**config.mk**
```make
export PLATFORM = sky130hd
export DESIGN_NAME = cfg_loader
export DESIGN_NICKNAME = d
export VERILOG_FILES = /design/src/rtl/cfgld_pkg.sv /design/src/rtl/cfgld_clkgen.sv /design/src/rtl/cfgld_bytebuf.sv /design/src/rtl/cfgld_seq.sv /design/src/rtl/cfg_loader.sv
export SDC_FILE = /design/constraint.sdc
export NUM_CORES = 1
export LEC_CHECK = 0
export ABC_AREA = 1
export BUFFER_PORTS_ARGS = -buffer_cell sky130_fd_sc_hd__buf_2
export CORE_ASPECT_RATIO = 1.25
export CORE_UTILIZATION = 56
export DETAILED_ROUTE_END_ITERATION = 8
export PLACE_DENSITY = 0.79
export SYNTH_ARGS = -nofsm -noshare
export SYNTH_HDL_FRONTEND = slang
export SYNTH_SLANG_ARGS = --single-unit
```
**constraint.sdc**
```tcl
create_clock -name clk -period 2.1 [get_ports clk]
set_input_delay 0.315 -clock clk [delete_from_list [all_inputs] [get_ports clk]]
set_output_delay 0.315 -clock clk [all_outputs]
set_load 0.01 [all_outputs]
```
**src/rtl/cfgld_pkg.sv**
```systemverilog
package cfgld_pkg;

    localparam int BYTE_W = 8;

    typedef enum logic [2:0] {
        ST_IDLE, ST_PROG, ST_WINIT, ST_DUMMY,
        ST_DATA, ST_TRAIL, ST_WDONE, ST_FIN
    } ld_state_e;

    typedef struct packed {
        logic done;
        logic err_init;
        logic err_crc;
        logic err_done;
    } ld_flags_t;

    function automatic int imax(input int a, input int b);
        return (a > b) ? a : b;
    endfunction

    function automatic logic [BYTE_W-1:0] flip_byte(input logic [BYTE_W-1:0] b);
        logic [BYTE_W-1:0] r;
        for (int i = 0; i < BYTE_W; i++) r[BYTE_W-1-i] = b[i];
        return r;
    endfunction

endpackage

```
**src/rtl/cfgld_clkgen.sv**
```systemverilog
module cfgld_clkgen #(
    parameter int CLK_DIV = 4
) (
    input  logic clk,
    input  logic rst,
    input  logic halt,
    input  logic go,
    output logic free,
    output logic cclk
);
    localparam int HALF = CLK_DIV / 2;
    localparam int CW   = $clog2(CLK_DIV);

    logic          active;
    logic [CW-1:0] cnt;

    assign free = !active || (cnt == CW'(CLK_DIV - 1));
    assign cclk = active && (cnt >= CW'(HALF));

    always_ff @(posedge clk) begin
        if (rst || halt) begin
            active <= 1'b0;
            cnt    <= '0;
        end else if (free) begin
            active <= go;
            cnt    <= '0;
        end else begin
            cnt <= cnt + 1'b1;
        end
    end
endmodule

```
**src/rtl/cfgld_bytebuf.sv**
```systemverilog
module cfgld_bytebuf
    import cfgld_pkg::*;
(
    input  logic              clk,
    input  logic              rst,
    input  logic              clear,
    input  logic              wr,
    input  logic [BYTE_W-1:0] din,
    input  logic              rev,
    input  logic              last_in,
    input  logic              accept,
    input  logic              consume,
    output logic              full,
    output logic [BYTE_W-1:0] byte_o,
    output logic              last_o,
    output logic              overrun
);
    always_ff @(posedge clk) begin
        if (rst || clear) begin
            full    <= 1'b0;
            byte_o  <= '0;
            last_o  <= 1'b0;
            overrun <= 1'b0;
        end else begin
            if (consume) full <= 1'b0;
            if (wr && accept) begin
                full   <= 1'b1;
                byte_o <= rev ? flip_byte(din) : din;
                last_o <= last_in;
            end else if (wr) begin
                overrun <= 1'b1;
            end
        end
    end
endmodule

```
**src/rtl/cfgld_seq.sv**
```systemverilog
module cfgld_seq
    import cfgld_pkg::*;
#(
    parameter int PROG_LOW     = 16,
    parameter int INIT_TIMEOUT = 256,
    parameter int TRAIL_CLKS   = 5,
    parameter int DONE_TIMEOUT = 32
) (
    input  logic              clk,
    input  logic              rst,
    input  logic              start,
    input  logic              init_n,
    input  logic              done_in,
    input  logic              free,
    input  logic              buf_full,
    input  logic [BYTE_W-1:0] buf_byte,
    input  logic              buf_last,
    output logic              go,
    output logic              consume,
    output logic              halt,
    output logic              prog_n,
    output logic              in_data,
    output logic              busy,
    output logic [BYTE_W-1:0] cdata,
    output ld_flags_t         flags
);
    localparam int MAXC = imax(imax(PROG_LOW, INIT_TIMEOUT), imax(TRAIL_CLKS, DONE_TIMEOUT));
    localparam int CW   = $clog2(MAXC + 1);

    ld_state_e     state;
    logic [CW-1:0] cnt;
    logic          loading;

    assign loading = (state == ST_DUMMY) || (state == ST_DATA) ||
                     (state == ST_TRAIL) || (state == ST_WDONE);
    assign halt    = !loading;
    assign prog_n  = (state != ST_PROG);
    assign in_data = (state == ST_DATA);
    assign busy    = (state != ST_IDLE) && (state != ST_FIN);

    always_comb begin
        go = 1'b0;
        if (free && init_n && !start) begin
            unique case (state)
                ST_DUMMY, ST_TRAIL: go = 1'b1;
                ST_DATA:            go = buf_full;
                ST_WDONE:           go = !done_in && (cnt != CW'(DONE_TIMEOUT));
                default:            go = 1'b0;
            endcase
        end
    end
    assign consume = go && (state == ST_DATA);

    always_ff @(posedge clk) begin
        if (rst || start) begin
            state <= ST_PROG;
            cnt   <= '0;
            flags <= '0;
            cdata <= '1;
        end else if (loading && !init_n) begin
            state         <= ST_IDLE;
            flags.err_crc <= 1'b1;
        end else begin
            unique case (state)
                ST_PROG: begin
                    if (cnt == CW'(PROG_LOW - 1)) begin
                        state <= ST_WINIT;
                        cnt   <= '0;
                    end else cnt <= cnt + 1'b1;
                end
                ST_WINIT: begin
                    if (init_n) state <= ST_DUMMY;
                    else if (cnt == CW'(INIT_TIMEOUT - 1)) begin
                        state          <= ST_IDLE;
                        flags.err_init <= 1'b1;
                    end else cnt <= cnt + 1'b1;
                end
                ST_DUMMY: if (go) begin
                    cdata <= '1;
                    state <= ST_DATA;
                end
                ST_DATA: if (go) begin
                    cdata <= buf_byte;
                    if (buf_last) begin
                        state <= ST_TRAIL;
                        cnt   <= '0;
                    end
                end
                ST_TRAIL: if (go) begin
                    cdata <= '1;
                    if (cnt == CW'(TRAIL_CLKS - 1)) begin
                        state <= ST_WDONE;
                        cnt   <= '0;
                    end else cnt <= cnt + 1'b1;
                end
                ST_WDONE: if (free) begin
                    if (done_in) begin
                        state      <= ST_FIN;
                        flags.done <= 1'b1;
                    end else if (cnt == CW'(DONE_TIMEOUT)) begin
                        state          <= ST_IDLE;
                        flags.err_done <= 1'b1;
                    end else cnt <= cnt + 1'b1;
                end
                default: ;
            endcase
        end
    end
endmodule

```
**src/rtl/cfg_loader.sv**
```systemverilog
module cfg_loader
    import cfgld_pkg::*;
#(
    parameter int CLK_DIV      = 4,
    parameter int PROG_LOW     = 16,
    parameter int INIT_TIMEOUT = 256,
    parameter int TRAIL_CLKS   = 5,
    parameter int DONE_TIMEOUT = 32
) (
    input  logic       clk,
    input  logic       rst,
    input  logic       host_start,
    input  logic       host_wr,
    input  logic [7:0] host_data,
    input  logic       host_rev,
    input  logic       host_last,
    output logic       stat_busy,
    output logic       stat_rdy,
    output logic       stat_done,
    output logic       stat_err_init,
    output logic       stat_err_crc,
    output logic       stat_err_done,
    output logic       stat_overrun,
    output logic       cfg_prog_n,
    input  logic       cfg_init_n,
    input  logic       cfg_done,
    output logic       cfg_cclk,
    output logic [7:0] cfg_data
);
    logic              go, consume, halt, free, in_data, buf_full, buf_last;
    logic [BYTE_W-1:0] buf_byte;
    ld_flags_t         flags;

    assign stat_rdy      = in_data && !buf_full;
    assign stat_done     = flags.done;
    assign stat_err_init = flags.err_init;
    assign stat_err_crc  = flags.err_crc;
    assign stat_err_done = flags.err_done;

    cfgld_clkgen #(.CLK_DIV(CLK_DIV)) u_clk (
        .clk(clk), .rst(rst), .halt(halt), .go(go), .free(free), .cclk(cfg_cclk)
    );

    cfgld_bytebuf u_buf (
        .clk(clk), .rst(rst), .clear(host_start), .wr(host_wr), .din(host_data),
        .rev(host_rev), .last_in(host_last), .accept(stat_rdy), .consume(consume),
        .full(buf_full), .byte_o(buf_byte), .last_o(buf_last), .overrun(stat_overrun)
    );

    cfgld_seq #(
        .PROG_LOW(PROG_LOW), .INIT_TIMEOUT(INIT_TIMEOUT),
        .TRAIL_CLKS(TRAIL_CLKS), .DONE_TIMEOUT(DONE_TIMEOUT)
    ) u_seq (
        .clk(clk), .rst(rst), .start(host_start), .init_n(cfg_init_n), .done_in(cfg_done),
        .free(free), .buf_full(buf_full), .buf_byte(buf_byte), .buf_last(buf_last),
        .go(go), .consume(consume), .halt(halt), .prog_n(cfg_prog_n), .in_data(in_data),
        .busy(stat_busy), .cdata(cfg_data), .flags(flags)
    );
endmodule

```
Yosys cells after proc, flatten, opt, wreduce, memory -nomap -nowiden
Index checks and enable logic that the tools add are counted.

word-level totals
  memories kept = 0
  word-level logic and storage cells = 128
  latch bits = 0
  memory bits (writable) = 0
  memory bits (read-only) = 0
  register bits = 38
  output and inout bits = 17

cells by class
  shifts and indexed selects = 0
  bitwise operators = 4
  divide/modulo/power cells = 0
  $add $sub $neg = 2
  $lt $le $gt $ge = 1
  reduce and logical (&&, ||, !) cells = 38
  $mul = 0
  mux-type cells = 32
  equality and inequality tests = 37

operators by type and width
  cell                                                                     count
  9-bit 2-to-1 mux                                                         10
  9-bit case mux with 5 select lines                                       1
  3-bit 2-to-1 mux                                                         11
  10-bit AND reduction                                                     3
  8-bit 2-to-1 mux                                                         3
  3-bit case mux with 6 select lines                                       1
  8-bit case mux with 2 select lines                                       1
  3-bit inequality test, second input constant                             5
  2-bit inequality test, second input constant                             7
  3-bit by 1-bit inequality test with 1-bit output, second input constant  4
  4-bit AND reduction                                                      3
  2-bit by 1-bit inequality test with 1-bit output, second input constant  5
  9-bit by 1-bit adder with 9-bit output, second input constant            1
  3-bit == test, second input constant                                     3
  9-bit by 3-bit == test with 1-bit output, second input constant          1
  9-bit by 4-bit == test with 1-bit output, second input constant          1
  9-bit by 6-bit == test with 1-bit output, second input constant          1
  9-bit by 8-bit == test with 1-bit output, second input constant          1
  1-bit logical AND                                                        9
  9-bit by 6-bit inequality test with 1-bit output, second input constant  1
  7-bit nonzero test                                                       1
  3-bit by 2-bit == test with 1-bit output, second input constant          2
  1-bit logical NOT                                                        6
  1-bit logical OR                                                         6
  other kinds (17)                                                         27

Logic depth before layout (Yosys ltp)
  depth in word-level cells = 8
  mapped depth = 15

By module
Synthesis repeated with hierarchy kept, for this count alone.

unflattened totals
  cell total of the unflattened synthesis = 367
  area, all modules = 2388.5 µm²

modules (own cells, without submodules)
  module         seq. area each (µm²)  cells an instance  instances  area an instance (µm²)
  cfgld_seq      480.5                 249                1          1661.6
  cfgld_bytebuf  220.2                 99                 1          581.8
  cfgld_clkgen   60.1                  17                 1          135.1
  cfg_loader     0.0                   2                  1          10.0

Least setup slack after synthesis
No wires, ideal clock.

  path kind = register to register
  from = reg u_seq.cnt[0]
  to = reg u_seq.state[1]
  library setup time = 113 ps
  slack = 216 ps
  arrival time = 1772 ps
  stages on the path, launching flop included = 16
  path through = dfxtp_1 -> ha_1 -> nand2_1 -> nor2_1 -> nand4_1 -> nor2_1 -> ha_1 -> nor2_1 -> nand2_1 -> nand3_1 -> nor2_1 -> nand2_1 -> nor2_1 -> nand2_1 -> nand2_1 -> nor2_1

between the ends
  longest elaborated chain between the ends = 6
  elaborated cells on any way between the ends = 16
  those cells by class = eq/ne: 12; mux: 2; reduce/logical: 2

ends and longest elaborated chain
  what                                                                                                 RTL line         RTL
  start: declaration                                                                                   cfgld_seq.sv:31  logic [CW-1:0] cnt;
  start signal: assignment                                                                             cfgld_seq.sv:69  end else cnt <= cnt + 1'b1;
  start signal: assignment                                                                             cfgld_seq.sv:76  end else cnt <= cnt + 1'b1;
  start signal: assignment                                                                             cfgld_seq.sv:94  end else cnt <= cnt + 1'b1;
  9-bit by 6-bit inequality test with 1-bit output                                                     cfgld_seq.sv:47  ST_WDONE: go = !done_in && (cnt != CW'(DONE_TIMEOUT));
  1-bit logical AND                                                                                    cfgld_seq.sv:47
  1-bit case mux with 3 select lines                                                                   cfgld_seq.sv:44  unique case (state)
  1-bit 2-to-1 mux                                                                                     cfgld_seq.sv:43  if (free && init_n && !start) begin
  2-bit inequality test (no line) or 2-bit by 1-bit inequality test with 1-bit output (tied branches)  n/a
  10-bit AND reduction (no line) (*)                                                                   n/a
  end signal: assignment                                                                               cfgld_seq.sv:56  state <= ST_PROG;
  end signal: assignment                                                                               cfgld_seq.sv:61  state <= ST_IDLE;
  end signal: assignment                                                                               cfgld_seq.sv:67  state <= ST_WINIT;
  end: declaration                                                                                     cfgld_seq.sv:30  ld_state_e state;

Every way passes the cells marked *; elsewhere a longest branch is shown, timed or not.
A chain may end at the register's enable or synchronous reset.

Worst setup path after layout
Ends and elaborated chain as after synthesis.

==> results.md <==
- Initial antenna violation count: 0
- PortBufs: 32
- Flop-to-flop setup slack: 0.14 ns
- Critical Path Start Type: flop
- Post-route DRC: 0
- Post-Syn Nets: 357
- EDFF count, synth: 0
- Final ANT Viol Nets: 0
- Vias in the first global route: 1952
- Hold Crit Depth: 2
- Pins Over Slew Limit: 0
- Most frequent cells after synthesis: nand2_1 (75), nor2_1 (64), dfxtp_1 (38), inv_1 (29), nand3_1 (27)
- Reg-to-reg startpoint: u_seq.cnt[0]
- Final core utilization: 0.6945
- CTS root buf: clkbuf_8
- Seq pwr share: 0.293
- Required @ worst endpoint: 2.29 ns
- Status: completed
- P&R area growth vs syn: 18.83%
- Min-delay src: rst
- Fin crit share: 0.9345
- Core area: 0.003785 mm^2
- Share of cells above drive strength 1: 0.2353
- Initial Util: 0.5845
- Reg2reg end: u_seq.state[1]
- Final hold violations: 0
- Clk pwr share: 0.198
- RD Place Congestion: 0.9724
- Synth top area share: 0.3439
- Post-CTS Resized: 0
- Routed len/inst: 12.32 um
- Worst vdd ir: 846.8 uV
- Slowest cell on the critical path: dfxtp_4
- Die Span X: 58.22 um
- Sw frac: 0.4459
- First-pass GRT wire length: 8362 um
- Crit Path Max Fanout: 4
- Largest net degree at the start of global routing: 25
- Critical Path Max Stage Delay: 0.38 ns
- Switching pwr: 1.440 mW
- Ys Warns: 0
- Die Span Y: 72.27 um
- Final setup violation count: 0
- Tot GR Track Use: 0.2570
- Crit Path Class: flop to flop
- CTS clk-pin slew, worst paths: 0.08 ns
- Dominant synthesized flop cell: dfxtp_1
- Worst Hold Class: primary input to flop
- HPWL after detailed placement: 3789 um
- CTS H-tree depth: 2
- Die area: 0.004207 mm^2
- Ant. Diodes: 0
- CP arrival: 2.16 ns
- Period minus WS final: 1.962 ns
- MaxCap Viol Count: 0
- IO Count: 33
- Mapped Area: 0.002212 mm^2
- Worst rel slew slack: 0.7679
- Yosys reg bits: 38
- Largest cells by area after synthesis: dfxtp_1 (34%), nand2_1 (13%), nor2_1 (11%)
- LEAKAGE: 1.217 nW
- Layout Nets: 395
- Worst-Skew Late Latency: 0.29 ns
- CTS tree: yes
- Routed vias: 2256
- Reg2reg path depth: 15
- TritonRoute pass-1 iters: 5
- Avg Cell Area, Syn: 6.584 um^2
- Worst-path cell chain: ha_4, nand2_4, nor2_4, nand4_1, nor2_1, ha_2, nor2_1, nand2_1, nand3_1, nor2_1, nand2_1, nor2_4, nand2_1, nand2_1, nor2_1
- Seq/Total Area, Yosys: 0.3439
- Internal Power: 1.789 mW
- Cell Rows: 25
- Fin Hold WS: 0.2495 ns
- Worst Hold Endpoint: u_clk.active
- Yosys cell types: 29
- Global route overflow: 0
- Top-count cell post-synth: nand2_1
- Combinational Power Share: 0.509
- Drt total wl: 5274 um
- Setup TNS: 0 ns
- Clk_skew: 0.005328 ns
- Tot Pwr: 3.229 mW
- Actual slew at the worst max-slew pin: 0.3469 ns
- CTS Sinks: 38
- Max Fclk: 509.6 MHz
- CTS Buf Count: 5
- Initial DRC Count: 101
- CTS max path bufs: 2
- Post-CTS setup buffers: 0
- Gate Count Post-Synth: 336
- Yosys top cell by area: dfxtp_1
- Hold_buf cts: 0
- Vias/cell: 5.271
- Worst Setup End Kind: flop
- Post-synthesis async set-or-reset flop share: 0
- Pwr Density: 1228 mW/mm^2
[metrics by stage]
step | setup slack (ns) | instances | area (um^2)
floorplan | 0.2156 | 336 | 2212
global placement | 0.1776 | 420 | 2446
detailed placement | 0.1068 | 420 | 2446
CTS | 0.02964 | 427 | 2559
global route | -0.008608 | 428 | 2629
finish | 0.1376 | 428 | 2629
[power groups by stage]
stage | Clock [mW] | Sequential, mW | Combinational, mW
after global placement | 0 | 0.936 | 1.49
after detailed placement | 0 | 0.938 | 1.50
after floorplan | 0 | 0.909 | 1.20
after CTS | 0.644 | 0.921 | 1.51
after global routing | 0.679 | 0.959 | 1.90
final | 0.638 | 0.947 | 1.64
[worst max-delay path by stage]
stage | from | end
finish | u_seq.cnt[0] | u_seq.state[1]
detailed placement | u_seq.cnt[0] | u_seq.state[1]
global placement | u_seq.cnt[0] | u_seq.state[1]
CTS | u_seq.cnt[0] | u_seq.state[1]
floorplan | u_seq.cnt[0] | u_seq.state[1]
global route | u_seq.cnt[0] | u_seq.cnt[2]
[state kept, by name, summed over array words and instances (netlist names)]
name / cells
u_clk.cnt: 2
u_buf.byte_o: 8
u_clk.active: 1
u_buf.full: 1
u_seq.cnt: 9
u_seq.cdata: 8
u_seq.flags: 4
u_seq.state: 3
u_buf.last_o: 1
u_buf.overrun: 1
[critical path, delay by kind of cell, from the launching register on]
kind	cells	cell delay, ns
adders and majority gates	2	0.35
DFF	1	0.38
and+or+nand+nor	13	1.13
[placed cells by master (no fill, tap or decap)]
cell type,instances
ha_1,3
nand2_1,73
buf_4,7
a21oi_1,22
ha_2,1
o21a_1,1
dfxtp_1,36
o21ai_1,10
nand3_1,27
o21ai_4,1
nor2_4,4
clkbuf_8,6
inv_2,6
nand4_1,9
nand3_4,2
nor2_1,61
mux2_2,8
inv_1,29
ha_4,1
clkinv_1,2
o21ai_0,9
a21oi_2,1
nand3_2,2
buf_2,32
or2_0,1
dfxtp_4,1
bufinv_16,1
dfxtp_2,1
nand2_2,6
nor3_1,2
nor2_2,4
nand2_4,4
o211ai_1,1
[logic make-up (layout without fill, tap and decap cells)]
kind of cell / count (synthesis) / after routing / synth area share
AND/OR/NAND/NOR: 194 / 195 / 0.3942
multiplexers: 8 / 8 / 0.04073
adder cells (fa/ha/maj): 5 / 5 / 0.02828
buffers and inverters: 46 / 83 / 0.08371
AO/OA/AOI/OAI: 45 / 45 / 0.1092
flip-flops: 38 / 38 / 0.3439
[layout make-up]
class / count / area, um^2
Multi-Input combinational cell: 253 / 1331
Fill cell: 341 / 1156
Sequential cell: 38 / 765.7
Timing Repair Buffer: 39 / 212.7
Inverter: 37 / 138.9
Clock buffer: 6 / 82.58
Tap cell: 54 / 67.56
Clock inverter: 1 / 30.03
[routing by layer]
metal  GRT usage  vias up  routed length (um)
li1            -     1155                   -
met1      0.3154     1009                2228
met2      0.4304       81                2643
met3     0.05704       11                 303
met4      0.1085        0                  98
met5           0        -                   0
No activity file was read; power rests on OpenSTA's default activity.
